===== src/rtl/lvlint_pkg.sv =====
package lvlint_pkg;
    localparam int WORD_W = 32;
    localparam int ADDR_W = 4;

    typedef logic [WORD_W-1:0] word_t;
    typedef logic [ADDR_W-1:0] waddr_t;

    // word map: the decoder in every submodule depends on these values
    localparam waddr_t ADR_IRQ_STAT   = 4'd0;
    localparam waddr_t ADR_RAW        = 4'd1;
    localparam waddr_t ADR_IRQ_EN_SET = 4'd2;
    localparam waddr_t ADR_IRQ_EN_CLR = 4'd3;
    localparam waddr_t ADR_SOFT_SET   = 4'd4;
    localparam waddr_t ADR_SOFT_CLR   = 4'd5;
    localparam waddr_t ADR_FIQ_STAT   = 4'd8;
    localparam waddr_t ADR_FIQ_RAW    = 4'd9;
    localparam waddr_t ADR_FIQ_EN_SET = 4'd10;
    localparam waddr_t ADR_FIQ_EN_CLR = 4'd11;
endpackage


===== src/rtl/lvlint_raw.sv =====
module lvlint_raw
    import lvlint_pkg::*;
#(
    parameter int N_SRC = 32
) (
    input  logic             clk,
    input  logic             rst_n,
    input  logic [N_SRC-1:0] src_i,
    input  logic             wr_i,
    input  waddr_t           addr_i,
    input  logic             wd0_i,
    output logic [N_SRC-1:0] raw_o
);
    typedef struct packed {
        logic [N_SRC-1:0] raw;
        logic             prev0;
    } raw_st_t;

    raw_st_t s_d, s_q;
    logic    soft_set, soft_clr, edge0;

    always_comb begin
        soft_set = wr_i && (addr_i == ADR_SOFT_SET) && wd0_i;
        soft_clr = wr_i && (addr_i == ADR_SOFT_CLR) && wd0_i;
        edge0    = (src_i[0] != s_q.prev0);
        s_d       = s_q;
        s_d.prev0 = src_i[0];
        s_d.raw   = src_i;
        if (!edge0) begin
            if (soft_set)      s_d.raw[0] = 1'b1;
            else if (soft_clr) s_d.raw[0] = 1'b0;
            else               s_d.raw[0] = s_q.raw[0];
        end
    end

    always_ff @(posedge clk or negedge rst_n) begin
        if (!rst_n) s_q <= '0;
        else        s_q <= s_d;
    end

    assign raw_o = s_q.raw;

    generate
        if (N_SRC > 1) begin : g_upper_chk
            p_follow_r2: assert property (@(posedge clk) disable iff (!rst_n)
                1'b1 |=> raw_o[N_SRC-1:1] == $past(src_i[N_SRC-1:1]));
        end
    endgenerate

    p_edge_wins_r9: assert property (@(posedge clk) disable iff (!rst_n)
        (src_i[0] != s_q.prev0) |=> raw_o[0] == $past(src_i[0]));

    p_steady_hold_r9: assert property (@(posedge clk) disable iff (!rst_n)
        (!edge0 && !soft_set && !soft_clr) |=> $stable(raw_o[0]));

    p_soft_set_r8: assert property (@(posedge clk) disable iff (!rst_n)
        (soft_set && !edge0) |=> raw_o[0]);

    p_soft_clr_r8: assert property (@(posedge clk) disable iff (!rst_n)
        (soft_clr && !edge0) |=> !raw_o[0]);
endmodule


===== src/rtl/lvlint_mask.sv =====
module lvlint_mask
    import lvlint_pkg::*;
#(
    parameter int     N_SRC = 32,
    parameter waddr_t SET_A = ADR_IRQ_EN_SET,
    parameter waddr_t CLR_A = ADR_IRQ_EN_CLR
) (
    input  logic             clk,
    input  logic             rst_n,
    input  logic             wr_i,
    input  waddr_t           addr_i,
    input  logic [N_SRC-1:0] wdata_i,
    output logic [N_SRC-1:0] mask_o
);
    typedef struct packed {
        logic [N_SRC-1:0] mask;
    } mask_st_t;

    mask_st_t s_d, s_q;
    logic     hit_set, hit_clr;

    always_comb begin
        hit_set = wr_i && (addr_i == SET_A);
        hit_clr = wr_i && (addr_i == CLR_A);
        s_d = s_q;
        if (hit_set)      s_d.mask = s_q.mask | wdata_i;
        else if (hit_clr) s_d.mask = s_q.mask & ~wdata_i;
    end

    always_ff @(posedge clk or negedge rst_n) begin
        if (!rst_n) s_q <= '0;
        else        s_q <= s_d;
    end

    assign mask_o = s_q.mask;

    // R3 for the normal mask, R5 for the fast mask
    p_set_r3: assert property (@(posedge clk) disable iff (!rst_n)
        hit_set |=> ((mask_o & $past(wdata_i)) == $past(wdata_i))
                 && ((mask_o & ~$past(wdata_i)) == ($past(mask_o) & ~$past(wdata_i))));

    p_clr_r4: assert property (@(posedge clk) disable iff (!rst_n)
        hit_clr |=> ((mask_o & $past(wdata_i)) == '0)
                 && ((mask_o & ~$past(wdata_i)) == ($past(mask_o) & ~$past(wdata_i))));

    p_hold_r10: assert property (@(posedge clk) disable iff (!rst_n)
        !(hit_set || hit_clr) |=> $stable(mask_o));
endmodule


===== src/rtl/lvlint_rdmux.sv =====
module lvlint_rdmux
    import lvlint_pkg::*;
#(
    parameter int N_SRC = 32
) (
    input  waddr_t           addr_i,
    input  logic [N_SRC-1:0] raw_i,
    input  logic [N_SRC-1:0] irq_en_i,
    input  logic [N_SRC-1:0] fiq_en_i,
    output word_t            rdata_o
);
    always_comb begin
        unique case (addr_i)
            ADR_IRQ_STAT:   rdata_o = word_t'(raw_i & irq_en_i);
            ADR_RAW:        rdata_o = word_t'(raw_i);
            ADR_IRQ_EN_SET: rdata_o = word_t'(irq_en_i);
            ADR_SOFT_SET:   rdata_o = word_t'(raw_i[0]);
            ADR_FIQ_STAT:   rdata_o = word_t'(raw_i & fiq_en_i);
            ADR_FIQ_RAW:    rdata_o = word_t'(raw_i);
            ADR_FIQ_EN_SET: rdata_o = word_t'(fiq_en_i);
            default:        rdata_o = '0;
        endcase
    end

    always_comb begin
        if (addr_i == ADR_IRQ_EN_CLR || addr_i == ADR_SOFT_CLR || addr_i == ADR_FIQ_EN_CLR)
            p_clr_rd_zero_r10: assert (rdata_o == '0);
    end
endmodule


===== src/rtl/lvlint_ctrl.sv =====
module lvlint_ctrl
    import lvlint_pkg::*;
#(
    parameter int N_SRC = 32
) (
    input  logic             clk,
    input  logic             rst_n,
    input  logic [N_SRC-1:0] src_i,
    input  logic             bus_wr_i,
    input  logic [3:0]       bus_addr_i,
    input  logic [31:0]      bus_wdata_i,
    output logic [31:0]      bus_rdata_o,
    output logic             irq_o,
    output logic             fiq_o
);
    logic [N_SRC-1:0] raw, irq_en, fiq_en;

    lvlint_raw #(.N_SRC(N_SRC)) u_raw (
        .clk(clk), .rst_n(rst_n), .src_i(src_i), .wr_i(bus_wr_i),
        .addr_i(bus_addr_i), .wd0_i(bus_wdata_i[0]), .raw_o(raw)
    );

    lvlint_mask #(.N_SRC(N_SRC), .SET_A(ADR_IRQ_EN_SET), .CLR_A(ADR_IRQ_EN_CLR)) u_irq_mask (
        .clk(clk), .rst_n(rst_n), .wr_i(bus_wr_i), .addr_i(bus_addr_i),
        .wdata_i(bus_wdata_i[N_SRC-1:0]), .mask_o(irq_en)
    );

    lvlint_mask #(.N_SRC(N_SRC), .SET_A(ADR_FIQ_EN_SET), .CLR_A(ADR_FIQ_EN_CLR)) u_fiq_mask (
        .clk(clk), .rst_n(rst_n), .wr_i(bus_wr_i), .addr_i(bus_addr_i),
        .wdata_i(bus_wdata_i[N_SRC-1:0]), .mask_o(fiq_en)
    );

    lvlint_rdmux #(.N_SRC(N_SRC)) u_rdmux (
        .addr_i(bus_addr_i), .raw_i(raw), .irq_en_i(irq_en),
        .fiq_en_i(fiq_en), .rdata_o(bus_rdata_o)
    );

    assign irq_o = |(raw & irq_en);
    assign fiq_o = |(raw & fiq_en);

    p_quiet_r7: assert property (@(posedge clk) disable iff (!rst_n)
        (raw == '0) |-> (!irq_o && !fiq_o));

    p_irq_needs_en_r7: assert property (@(posedge clk) disable iff (!rst_n)
        (irq_en == '0) |-> !irq_o);

    p_fiq_needs_en_r7: assert property (@(posedge clk) disable iff (!rst_n)
        (fiq_en == '0) |-> !fiq_o);
endmodule


===== config.mk =====
export PLATFORM = sky130hd
export DESIGN_NAME = lvlint_ctrl
export DESIGN_NICKNAME = d
export VERILOG_FILES = /design/src/rtl/lvlint_pkg.sv /design/src/rtl/lvlint_raw.sv /design/src/rtl/lvlint_mask.sv /design/src/rtl/lvlint_rdmux.sv /design/src/rtl/lvlint_ctrl.sv
export SDC_FILE = /design/constraint.sdc
export NUM_CORES = 1
export LEC_CHECK = 0
export BUFFER_PORTS_ARGS = -buffer_cell sky130_fd_sc_hd__buf_2
export CAP_MARGIN = 10
export CELL_PAD_IN_SITES_DETAIL_PLACEMENT = 1
export CELL_PAD_IN_SITES_GLOBAL_PLACEMENT = 2
export CORE_ASPECT_RATIO = 0.9
export CORE_MARGIN = 10
export CORE_UTILIZATION = 34
export DETAILED_ROUTE_END_ITERATION = 8
export PLACE_DENSITY = 0.78
export SKIP_LAST_GASP = 1
export SYNTH_ARGS = -nofsm -noshare
export SYNTH_HDL_FRONTEND = slang
export SYNTH_SLANG_ARGS = --single-unit

===== constraint.sdc =====
create_clock -name clk -period 1.7 [get_ports clk]
set_clock_uncertainty 0.05 [all_clocks]
set_input_delay 0.17 -clock clk [delete_from_list [all_inputs] [get_ports clk]]
set_output_delay 0.17 -clock clk [all_outputs]
set_load 0.1 [all_outputs]

* Yosys cells after proc, flatten, opt, wreduce, memory -nomap -nowiden
Cells that the tools add are included.
** Storage, ports and cells
- Register bits :: 97
- Input bits :: 71
- Output and inout bits :: 34
- Word-level logic and storage cells :: 45
** Operators by class
- Equal/unequal tests :: 10
- Muxes and demuxes :: 8
- Bitwise logic cells :: 7
- Reduce and logical (&&, ||, !) cells :: 15
** Operators with widths (count)
- $pmux W32 S6 :: 1
- $and A32 B32 Y32 :: 4
- $mux W32 :: 4
- $or A32 B32 Y32 :: 2
- $reduce_or A32 Y1 :: 2
- $not A32 Y32 :: 1
- $eq A4 B4 Y1 const B :: 4
- $eq A4 B2 Y1 const B :: 2
- $eq A4 B3 Y1 const B :: 2
- $logic_and A1 B1 Y1 :: 8
- $eq A4 B1 Y1 const B :: 1
- $logic_not A4 Y1 :: 1
- $reduce_bool A2 Y1 :: 2
- $mux W1 :: 3
- $reduce_bool A3 Y1 :: 1
- $reduce_or A2 Y1 :: 1
- $ne A1 B1 Y1 :: 1

* Longest topological paths before layout
Gate-level depths: netlist of run 1.
- Depth in word-level cells :: 6
- Mapped depth :: 6
- Gate-level depth less buffers :: 3

* Cells and area by module
Synthesis of run 1 repeated with hierarchy kept, for this count alone.
** Unflattened totals
- Cell total of the unflattened synthesis :: 470
- Area total of the unflattened synthesis :: 5325.1 sq um
** By module, submodules not included
- lvlint_mask (u_fiq_mask) :: times used 1, cells an instance 136, area an instance 1495.2 sq um, sequential area each 800.8 sq um
- lvlint_mask (u_irq_mask) :: times used 1, cells an instance 136, area an instance 1412.6 sq um, sequential area each 800.8 sq um
- lvlint_raw :: times used 1, cells an instance 70, area an instance 1126.1 sq um, sequential area each 825.8 sq um
- lvlint_rdmux :: times used 1, cells an instance 86, area an instance 975.9 sq um, sequential area each 0.0 sq um
- lvlint_ctrl :: times used 1, cells an instance 42, area an instance 315.3 sq um, sequential area each 0.0 sq um

* Least setup slack after synthesis of run 1
Ideal clock, no wire load.
- Kind :: register to output
- From :: register u_raw.s_q, in the netlist u_raw.raw_o[5]
- To :: output fiq_o
- Arrival :: 1602 ps
- Required time :: 1480 ps
- Path slack :: -122 ps
- Cell stages (with the launch flop) :: 4
- Buffers on the path :: 0
- Path through :: dfrtp_1 -> a22oi_1 -> nand4_1 -> or4_1
** On the way
- Word-level cells in the longest chain between the ends :: 2
** Ends and longest elaborated chain
- from (decl) :: RTL line lvlint_raw.sv:19 : raw_st_t s_d, s_q;
- from (signal assigned) :: RTL line lvlint_raw.sv:37 : if (!rst_n) s_q <= '0;
- from (signal assigned) :: RTL line lvlint_raw.sv:38 : else s_q <= s_d;
- $and A32 B32 Y32 :: RTL line lvlint_ctrl.sv:39 : assign fiq_o = |(raw & fiq_en);
- $reduce_or A32 Y1 :: RTL line lvlint_ctrl.sv:39
- to (decl) :: RTL line lvlint_ctrl.sv:14 : output logic fiq_o
Every way passes these cells.

* Worst setup path after layout of run 1
- From :: register u_raw.s_q, in the netlist u_raw.raw_o[4]
- To :: output irq_o
** On the way
- Word-level cells in the longest chain between the ends :: 2
** Ends and longest elaborated chain
- $and A32 B32 Y32 :: RTL line lvlint_ctrl.sv:38 : assign irq_o = |(raw & irq_en);
- $reduce_or A32 Y1 :: RTL line lvlint_ctrl.sv:38
- to (decl) :: RTL line lvlint_ctrl.sv:13 : output logic irq_o,
Every way passes these cells.

==> results of run 1 <==
-- path summary, 6_finish.rpt --
check,depth (start not counted),slack [ns],end
max,4,-0.54,irq_o
min reg2reg,2,0.54,register
max reg2reg,4,0.47,u_raw.raw_o[0]$_DFFE_PN0P_
min,2,0.02,register
min in group asynchronous,3,0.28,u_raw.s_q[0]$_DFF_PN0_
max in group asynchronous,3,0.96,u_raw.raw_o[13]$_DFF_PN0_
-- cells in the final DEF, fill, tap and decap left out, types with 2 or more instances in the layout --
master         count
clkbuf_16          9
a22oi_1           10
mux2_4            22
a22oi_2           22
o221a_2            4
buf_4             42
a21oi_1           64
buf_6             36
or4_4              2
nor2b_1            2
bufinv_16          2
nand4_1            8
nor2_1             3
a31oi_1           64
o221a_4           27
clkbuf_1           2
mux2_2             8
mux2i_1            2
dlygate4sd3_1     53
dfrtp_1           96
buf_2             69
buf_12            43
-- logic make-up after synthesis --
group / Yosys count / synth area share
AO/OA/AOI/OAI: 198 / 0.3044
multiplexers: 32 / 0.07987
buffers and inverters: 38 / 0.04244
flip-flops: 97 / 0.5417
AND/OR/NAND/NOR: 22 / 0.03155
-- through the flow --
step                      setup WS (ns)  std cells  hold slack (ns)  instance area [um2]
final                           -0.5393        773          0.01965                 7732
after global routing            -0.5508        773          0.01040                 7732
after global placement          -0.2573        694           0.1187                 6140
after floorplan                  0.1221        387          -0.1756                 4489
after detailed placement        -0.2292        694           0.1146                 6140
after CTS                       -0.4705        767         0.001303                 7521
-- timing repair --
| action | in CTS | in global routing |
|---|---|---|
| pin swaps | 6 | 9 |
| endpoints found under the setup margin | 31 | 34 |
| gates resized for setup | 99 | 45 |
| hold buffers | 53 | 0 |
| hold endpoints to repair | 164 | 0 |
| setup buffers | 10 | 19 |
-- layer usage --
layer  vias up  part of all wire  global-route usage
met1      2299              0.42              0.2487
met4         2             0.015             0.05461
met2       133              0.51              0.3386
met3        22             0.062             0.06179
li1       2003                 -                   -
met5         -           0.00059                   0
-- layout make-up --
cell class,count,area [um2]
Timing Repair Buffer,243,2457
Clock inverter,4,76.32
Inverter,1,3.754
Tap cell,164,205.2
Multi-Input combinational cell,252,2315
Clock buffer,12,246.5
Sequential cell,97,2429
Fill cell,1284,5052
-- where the power goes --
| group | leakage [nW] | total [W] | switching [W] | internal, W |
|---|---|---|---|---|
| Sequential | 1.11 | 0.00312 | 0.000402 | 0.00271 |
| Clock | 0.153 | 0.00225 | 0.000912 | 0.00133 |
| Combinational | 2.08 | 0.00321 | 0.00154 | 0.00168 |
| Total | 3.34 | 0.00858 | 0.00285 | 0.00573 |
==> impl_results.md, run 1 <==
* Outcome: finished, violations left
* Failing checks: setup timing
* DRT antenna net count at 0
* Total power per unit cell area at 1109 nW/um2
* DIE HEIGHT at 128.9 um
* Worst path max stage delay at 0.59 ns
* Die X at 141.0 um
* Lkg Pwr at 3.344 nW
* Dpl hpwl at 11.94 mm
* Clock slew at reported path FFs at 0.07 ns
* Routed len/inst at 24.03 um
* Main synth FF type: dfrtp_1
* Crit-path leading delay family: simple AND/OR/NAND/NOR gates
* Final Hold Vio Count at 0
* Top post-synthesis cells by count: 97 x dfrtp_1, 65 x a21oi_1, 64 x a31oi_1, 32 x a22oi_1, 31 x o221a_2
* Gr usage total at 0.2024
* CTS Buffer Depth at 2
* Syn nets at 458
* Max FO, Critical Path at 3
* Setup Crit Path Kind: register to primary output
* Clock Latency Late Sink at 0.35 ns
* RD Place Congestion at 0.8127
* CTS tree: done
* CP arrival at 2.02 ns
* Register area share after synthesis at 0.5417
* Startpoint Class: register
* Core Box Area at 12780 um2
* YS warnings at 0
* Post-synth cell types at 28
* Rows at 39
* Yosys top cell area share at 0.5417
* Crit path from: u_raw.raw_o[4]$_DFF_PN0_
* Clk sinks at 97
* Die area at 18180 um2
* CP Buf/Inv Count at 1
* Yosys reg bits at 97
* Max-slew violations at 0
* Synth async-reset ratio at 1.000
* Setup violators final at 32
* Fin util at 0.6048
* CP max-delay cell: or4_4
* Final net count at 675
* DRC violations left at 0
* Final WL at 18.57 mm
* Measured slew at the worst slew-check pin at 0.3717 ns
* Layout cells sized above 1 at 0.4860
* Total grt overflow at 0
* Post-Syn Area at 4481 um2
* Syn Area/Cell at 11.58 um2
* Final worst path period share at 1.317
* MaxCap Viol Count at 0
* Slew headroom at 0.7522
* Setup TNS at -3.328 ns
* Data required, critical path at 1.48 ns
* Total Power at 0.008578 W
* Initial drt markers at 276
* Critical path capture point type: primary output
* I/O pins at 105
* First-pass GRT wire length at 29.10 mm
* Critical path, cell by cell: a22oi_2, nand4_1, or4_4, buf_12
* VDD IR max at 653.7 uV
* Drt via density at 5.768
* Initial cell density of the core at 0.3505
* Clk root buf: clkbuf_16
* R2R Path Start: u_raw.raw_o[0]$_DFFE_PN0P_
* Final WS setup at -0.5393 ns
* Largest net degree at the start of global routing at 65
* Largest area contributor in the netlist: dfrtp_1
* Syn Inst Count at 387
* Vias in the first global route at 4864
* Vias at 4459
* RSZ-0062 raised after global routing: yes
* Total number of H-tree levels at 3
* Final Critical Period at 2.239 ns
* Min-delay worst type: input pin to register
* Post-synth EDFFs at 0
* Synth-to-Final Area Change at 72.58%
* Top-count cell post-synth: dfrtp_1
* Synth top area cells: dfrtp_1 54%, a31oi_1 8.9%, o221a_2 7.8%
* First drt pass iteration count at 4
* Initial antenna violation count at 1
* F_max at 446.6 MHz
* Antenna Cells at 0
* Number of I/O port buffers at 104
* TritonCTS buffer count at 9
* HP Start: bus_wdata_i[21]
No activity file was read; power rests on OpenSTA's default activity.
==> run 2, diff against run 1 <==
--- a/config.mk
+++ b/config.mk
@@ -11,9 +11,9 @@
 export CELL_PAD_IN_SITES_GLOBAL_PLACEMENT = 2
 export CORE_ASPECT_RATIO = 0.9
 export CORE_MARGIN = 10
-export CORE_UTILIZATION = 34
+export CORE_UTILIZATION = 37
 export DETAILED_ROUTE_END_ITERATION = 8
-export PLACE_DENSITY = 0.78
+export PLACE_DENSITY = 0.84
 export SKIP_LAST_GASP = 1
 export SYNTH_ARGS = -nofsm -noshare
 export SYNTH_HDL_FRONTEND = slang
==> constraint.sdc (replaced) <==
create_clock -name clk -period 2.6 [get_ports clk]
set_clock_uncertainty 0.05 [all_clocks]
set_input_delay 0.26 -clock clk [delete_from_list [all_inputs] [get_ports clk]]
set_output_delay 0.26 -clock clk [all_outputs]
set_load 0.1 [all_outputs]
==> run 2 against run 1 <==
Net effect:
- the flow now finishes without violations
- global-route usage shrank 2.2 points
- first-iteration DRC count up 15%
- setup slack gained 0.66 ns
- sequential share of layout area grew 10 points
- non-clock buffer count down 97
- final area is 25% lower
- via count decreased by 13%
- cell count shrank 13%
- hold slack gained 0.054 ns
- largest power group is now sequential cells
==> impl_results.md, run 2 (synthesis results as in run 1) <==
* DRC violations left at 0 (unchanged)
* Core Box Area at 11930 um2 (was 12780 um2)
* Clock Latency Late Sink at 0.35 ns (about the same)
* Total power per unit cell area at 795.7 nW/um2 (was 1109 nW/um2)
* Largest net degree at the start of global routing at 71 (was 65)
* Vias in the first global route at 4247 (was 4864)
* Clk sinks at 97 (unchanged)
* Startpoint Class: register (unchanged)
* Layout cells sized above 1 at 0.3770 (was 0.4860)
* Dpl hpwl at 10.48 mm (was 11.94 mm)
* Number of I/O port buffers at 104 (unchanged)
* Initial cell density of the core at 0.3754 (was 0.3505)
* Critical path capture point type: primary output (unchanged)
* Rows at 38 (was 39)
* Die area at 16920 um2 (was 18180 um2)
* DRT antenna net count at 0 (unchanged)
* DIE HEIGHT at 124.4 um (was 128.9 um)
* CTS tree: done (unchanged)
* Clk root buf: clkbuf_16 (unchanged)
* TritonCTS buffer count at 9 (unchanged)
* Final Critical Period at 2.483 ns
* Setup violators final at 0 (was 32)
* Most frequent cells in the layout: 103 x buf_2, 97 x dfrtp_1, 64 x a21oi_1, 64 x a31oi_1, 33 x dlygate4sd3_1 (was 96 x dfrtp_1, 69 x buf_2, 64 x a21oi_1, 64 x a31oi_1, 53 x dlygate4sd3_1)
* I/O pins at 105 (unchanged)
* Final WS setup at 0.1168 ns (was -0.5393 ns)
* Total Power at 0.004614 W (was 0.008578 W)
* Max-slew violations at 0 (unchanged)
* MaxCap Viol Count at 0 (unchanged)
* RD Place Congestion at 0.8091 (was 0.8127)
* Die X at 136.0 um (was 141.0 um)
* Total grt overflow at 0 (unchanged)
* Antenna Cells at 0 (unchanged)
* First drt pass iteration count at 4 (unchanged)
* RSZ-0062 raised after global routing: no (was yes)
* Met2 Usage GRT at 0.2920 (was 0.3386)
* Data required, critical path at 2.29 ns (was 1.48 ns)
* Lkg Pwr at 2.494 nW (was 3.344 nW)
* Clock slew at reported path FFs at 0.07 ns (about the same)
* First-pass GRT wire length at 24.47 mm (was 29.10 mm)
* Initial antenna violation count at 0 (was 1)
* Synth-to-Final Area Change at 29.43% (was 72.58%)
* Commonest non-fill, non-tap cell in the layout: buf_2 (was dfrtp_1)
* Outcome: finished, final reports clean (was finished, violations left)
* CTS Buffer Depth at 2 (unchanged)
* CP arrival at 2.17 ns (was 2.02 ns)
* Max FO, Critical Path at 3 (unchanged)
* Final WL at 15.34 mm (was 18.57 mm)
* F_max at 402.7 MHz
* Final worst path period share at 0.9551
* Initial drt markers at 317 (was 276)
* Fin util at 0.4860 (was 0.6048)
* Final Hold Vio Count at 0 (unchanged)
* Pre-CTS setup slack at 0.3632 ns (was -0.2292 ns)
* Total number of H-tree levels at 3 (unchanged)
* Vias at 3873 (was 4459)
* GRT met1 Usage at 0.2375 (was 0.2487)
* Min-delay worst type: input pin to register (unchanged)
* Gr usage total at 0.1806 (was 0.2024)
* Final net count at 578 (was 675)
* Setup TNS at 0 ns (was -3.328 ns)
* Routed len/inst at 22.83 um (was 24.03 um)
* Measured slew at the worst slew-check pin at 0.9294 ns (was 0.3717 ns)
* VDD IR max at 318.9 uV (was 653.7 uV)
* Slew headroom at 0.3804 (was 0.7522)
* Setup Crit Path Kind: register to primary output (unchanged)
* Met3 Usage GRT at 0.05081 (was 0.06179)
* Drt via density at 5.763 (was 5.768)
* Gr busiest metal: met2 (unchanged)
## run 2: path summary, 6_finish.rpt
kind	slack [ns]	to	startpoint	depth (start not counted)
worst min-delay path	0.07	register	bus_wdata_i[27]	2
worst max-delay path	0.12	irq_o	u_raw.raw_o[7]$_DFF_PN0_	4
min in group asynchronous	0.37	u_raw.raw_o[0]$_DFFE_PN0P_	rst_n	2
worst min register to register	0.53	register	register	2
worst max register to register	1.59	u_raw.raw_o[0]$_DFFE_PN0P_	u_raw.raw_o[0]$_DFFE_PN0P_	3
max in group asynchronous	1.44	u_raw.raw_o[16]$_DFF_PN0_	rst_n	3
## run 2: area by class of cell
| class | count | area (um2) |
|---|---|---|
| multi-input cells | 252 | 1868 |
| well taps | 160 | 200.2 |
| inverters | 1 | 3.754 |
| fillers | 1300 | 6135 |
| clock buffers | 10 | 239.0 |
| repair buffers | 146 | 996.0 |
| flip-flops and latches | 97 | 2427 |
| clock inverters | 6 | 65.06 |
## run 2: timing repair
item	in CTS	in global routing
endpoints found under the hold margin	68	0
setup endpoints to repair	0	0
hold buffers	33	0
resized for setup	0	0
setup buffers	0	0
## run 2: per-stage QoR
stage / hold WS (ns) / area [um2] / std cells
global route: 0.07819 / 5799 / 672
global placement: 0.2109 / 5165 / 623
CTS: 0.07040 / 5799 / 672
detailed placement: 0.2168 / 5165 / 623
finish: 0.07345 / 5799 / 672
floorplan: -0.08559 / 4481 / 387
## run 2: power by group
part	internal, W	total (W)	switching [W]
sequential	0.00177	0.00203	0.000252
combinational	0.000457	0.00121	0.000750
clock	0.000776	0.00138	0.000604
## run 2: routing by layer
layer,vias up,part of all wire
met5,-,0
met4,0,0.0073
met3,11,0.063
met2,109,0.47
met1,1951,0.45
li1,1802,-
## run 2: critical path, stage by stage, from the launching register on
cell and delay (ns):
dfrtp_1 0.44, a22oi_1 0.34, nand4_1 0.16, or4_1 0.54, buf_2 0.33
==> run 3, diff against run 2 <==
--- a/config.mk
+++ b/config.mk
@@ -10,7 +10,7 @@
 export CELL_PAD_IN_SITES_DETAIL_PLACEMENT = 1
 export CELL_PAD_IN_SITES_GLOBAL_PLACEMENT = 2
 export CORE_ASPECT_RATIO = 0.9
-export CORE_MARGIN = 10
+export CORE_MARGIN = 2
 export CORE_UTILIZATION = 37
 export DETAILED_ROUTE_END_ITERATION = 8
 export PLACE_DENSITY = 0.84
==> run 3 against run 2 <==
Net effect:
- core utilization down 0.30 points
- routed wire length is 4.2% lower
- global-route usage rose by 5.6 points
- first-iteration DRC count decreased by 4.1%
- largest power group unchanged
==> impl_results.md, run 3 (synthesis results as in run 1) <==
* Outcome: finished, final reports clean (unchanged)
* Antenna Cells at 0 (unchanged)
* R2R Path Start: u_raw.raw_o[0]$_DFFE_PN0P_ (unchanged)
* Initial drt markers at 304 (was 317)
* R2R cell count at 3 (unchanged)
* Die X at 120.0 um (was 136.0 um)
* Gr usage total at 0.2367 (was 0.1806)
* Number of I/O port buffers at 104 (unchanged)
* Initial antenna violation count at 0 (unchanged)
* Lkg Pwr at 2.484 nW (was 2.494 nW)
* Total grt overflow at 0 (unchanged)
* Largest net degree at the start of global routing at 64 (was 71)
* CP arrival at 2.10 ns (was 2.17 ns)
* Clk sinks at 97 (unchanged)
* Measured slew at the worst slew-check pin at 0.9282 ns (was 0.9294 ns)
* Fin util at 0.4829 (was 0.4860)
* I/O pins at 105 (unchanged)
* Vias in the first global route at 4104 (was 4247)
* Post_cts resized at 0 (unchanged)
* Startpoint Class: register (unchanged)
* Hold Crit Depth at 2 (unchanged)
* CTS Buffer Depth at 2 (unchanged)
* Area after DPL at 5135 um2 (was 5165 um2)
* Die area at 13010 um2 (was 16920 um2)
* Clock Latency Late Sink at 0.35 ns (about the same)
* Rows at 38 (unchanged)
* Routed len/inst at 21.83 um (was 22.83 um)
* TritonCTS buffer count at 9 (unchanged)
* Final net count at 579 (was 578)
* Commonest non-fill, non-tap cell in the layout: buf_2 (unchanged)
* Setup TNS at 0 ns (unchanged)
* Total number of H-tree levels at 3 (unchanged)
* Hold WS at 0.07226 ns (was 0.07345 ns)
* Setup violators final at 0 (unchanged)
* Final WS setup at 0.1933 ns (was 0.1168 ns)
* R2R Setup Slk at 1.57 ns (was 1.59 ns)
* First drt pass iteration count at 5 (was 4)
* Final Hold Vio Count at 0 (unchanged)
* Core Box Area at 11930 um2 (unchanged)
* Final worst path period share at 0.9256 (was 0.9551)
* DRC violations left at 0 (unchanged)
* First-pass GRT wire length at 23.29 mm (was 24.47 mm)
* Pre-CTS setup slack at 0.3776 ns (was 0.3632 ns)
* MaxCap Viol Count at 0 (unchanged)
* Dpl hpwl at 9.761 mm (was 10.48 mm)
* Final WL at 14.69 mm (was 15.34 mm)
* Most frequent cells in the layout: 103 x buf_2, 97 x dfrtp_1, 64 x a21oi_1, 64 x a31oi_1, 33 x dlygate4sd3_1 (unchanged)
* Vias at 3976 (was 3873)
* Clock slew at reported path FFs at 0.07 ns (about the same)
* Max FO, Critical Path at 3 (unchanged)
* Initial cell density of the core at 0.3754 (unchanged)
* Setup Crit Path Kind: register to primary output (unchanged)
* Clk root buf: clkbuf_16 (unchanged)
* RD Place Congestion at 0.7980 (was 0.8091)
* CP max-delay cell: or4_1 (unchanged)
* Fin area at 5763 um2 (was 5799 um2)
* Critical path, cell by cell: a22oi_1, nand4_1, or4_1, buf_2 (unchanged)
* RSZ-0062 raised after global routing: no (unchanged)
* HP Start: bus_wdata_i[27] (unchanged)
* Synth-to-Final Area Change at 28.62% (was 29.43%)
* VDD IR max at 441.4 uV (was 318.9 uV)
* Min-delay worst type: input pin to register (unchanged)
* Drt via density at 5.908 (was 5.763)
* Total power per unit cell area at 795.1 nW/um2 (was 795.7 nW/um2)
* Final Critical Period at 2.407 ns (was 2.483 ns)
* RR Endpoint: u_raw.raw_o[0]$_DFFE_PN0P_ (unchanged)
* Max-slew violations at 0 (unchanged)
* Slew headroom at 0.3812 (was 0.3804)
* DRT antenna net count at 0 (unchanged)
* DIE HEIGHT at 108.4 um (was 124.4 um)
* Worst path max stage delay at 0.53 ns (was 0.54 ns)
* F_max at 415.5 MHz (was 402.7 MHz)
* Data required, critical path at 2.29 ns (about the same)
* Critical path capture point type: primary output (unchanged)
* Layout cells sized above 1 at 0.3743 (was 0.3770)
* CTS tree: done (unchanged)
run 3: cell types whose count changed in the layout (fill, tap and decap cells not counted):
cell	previous run	this run
buf_12	6	3
clkinv_2	2	1
buf_4	4	8
inv_6	2	1
clkbuf_1	0	2
run 3: critical path, delay by kind of cell, from the launching register on:
family                 cells  cell delay (ns)
AOI/OAI and AO/OA          1             0.33
DFF                        1             0.41
and+or+nand+nor            2             0.68
buffers and inverters      1             0.31
run 3: area by class of cell:
cell class / count / area, um2
sequential: 97 / 2427
clock buffer: 12 / 246.5
clock inverter: 4 / 51.30
tap: 160 / 200.2
multi-input combinational: 252 / 1868
timing repair buffer: 147 / 965.9
inverter: 1 / 3.754
fill: 1293 / 6171
run 3: stage by stage:
step | std cells | total power (W)
2_1_floorplan | 387 | 0.002865
3_3_place_gp | 624 | 0.003156
3_5_place_dp | 624 | 0.003203
4_1_cts | 673 | 0.004622
5_1_grt | 673 | 0.004822
6_report | 673 | 0.004582
run 3: power breakdown:
part / switching, W / internal, W / leakage, nW / total (W)
registers: 0.000249 / 0.00178 / 1.11 / 0.00202
clock network: 0.000585 / 0.000775 / 0.143 / 0.00136
logic: 0.000745 / 0.000453 / 1.23 / 0.00120
total: 0.00158 / 0.00300 / 2.48 / 0.00458
run 3: how the worst max path moves through the flow:
stage / start / to / slack (ns) / cells after the start
CTS: u_raw.raw_o[8]$_DFF_PN0_ / fiq_o / 0.19 / 4
global placement: bus_addr_i[3] / bus_rdata_o[20] / 0.38 / 4
finish: u_raw.raw_o[8]$_DFF_PN0_ / fiq_o / 0.19 / 4
global route: u_raw.raw_o[8]$_DFF_PN0_ / fiq_o / 0.12 / 4
floorplan: bus_addr_i[3] / bus_rdata_o[0] / 0.62 / 4
detailed placement: bus_addr_i[3] / bus_rdata_o[20] / 0.38 / 4
run 3: what timing repair did:
action	in CTS	in global routing
setup buffers	0	0
setup endpoints to repair	0	0
hold buffers	33	0
endpoints found under the hold margin	75	0
run 3: per-layer routing:
layer	part of all wire	global-route usage	wire (um)
met4	0.010	0.05042	150
met3	0.054	0.06382	800
met1	0.46	0.3268	6744
met2	0.48	0.3754	6996
met5	0	0	0
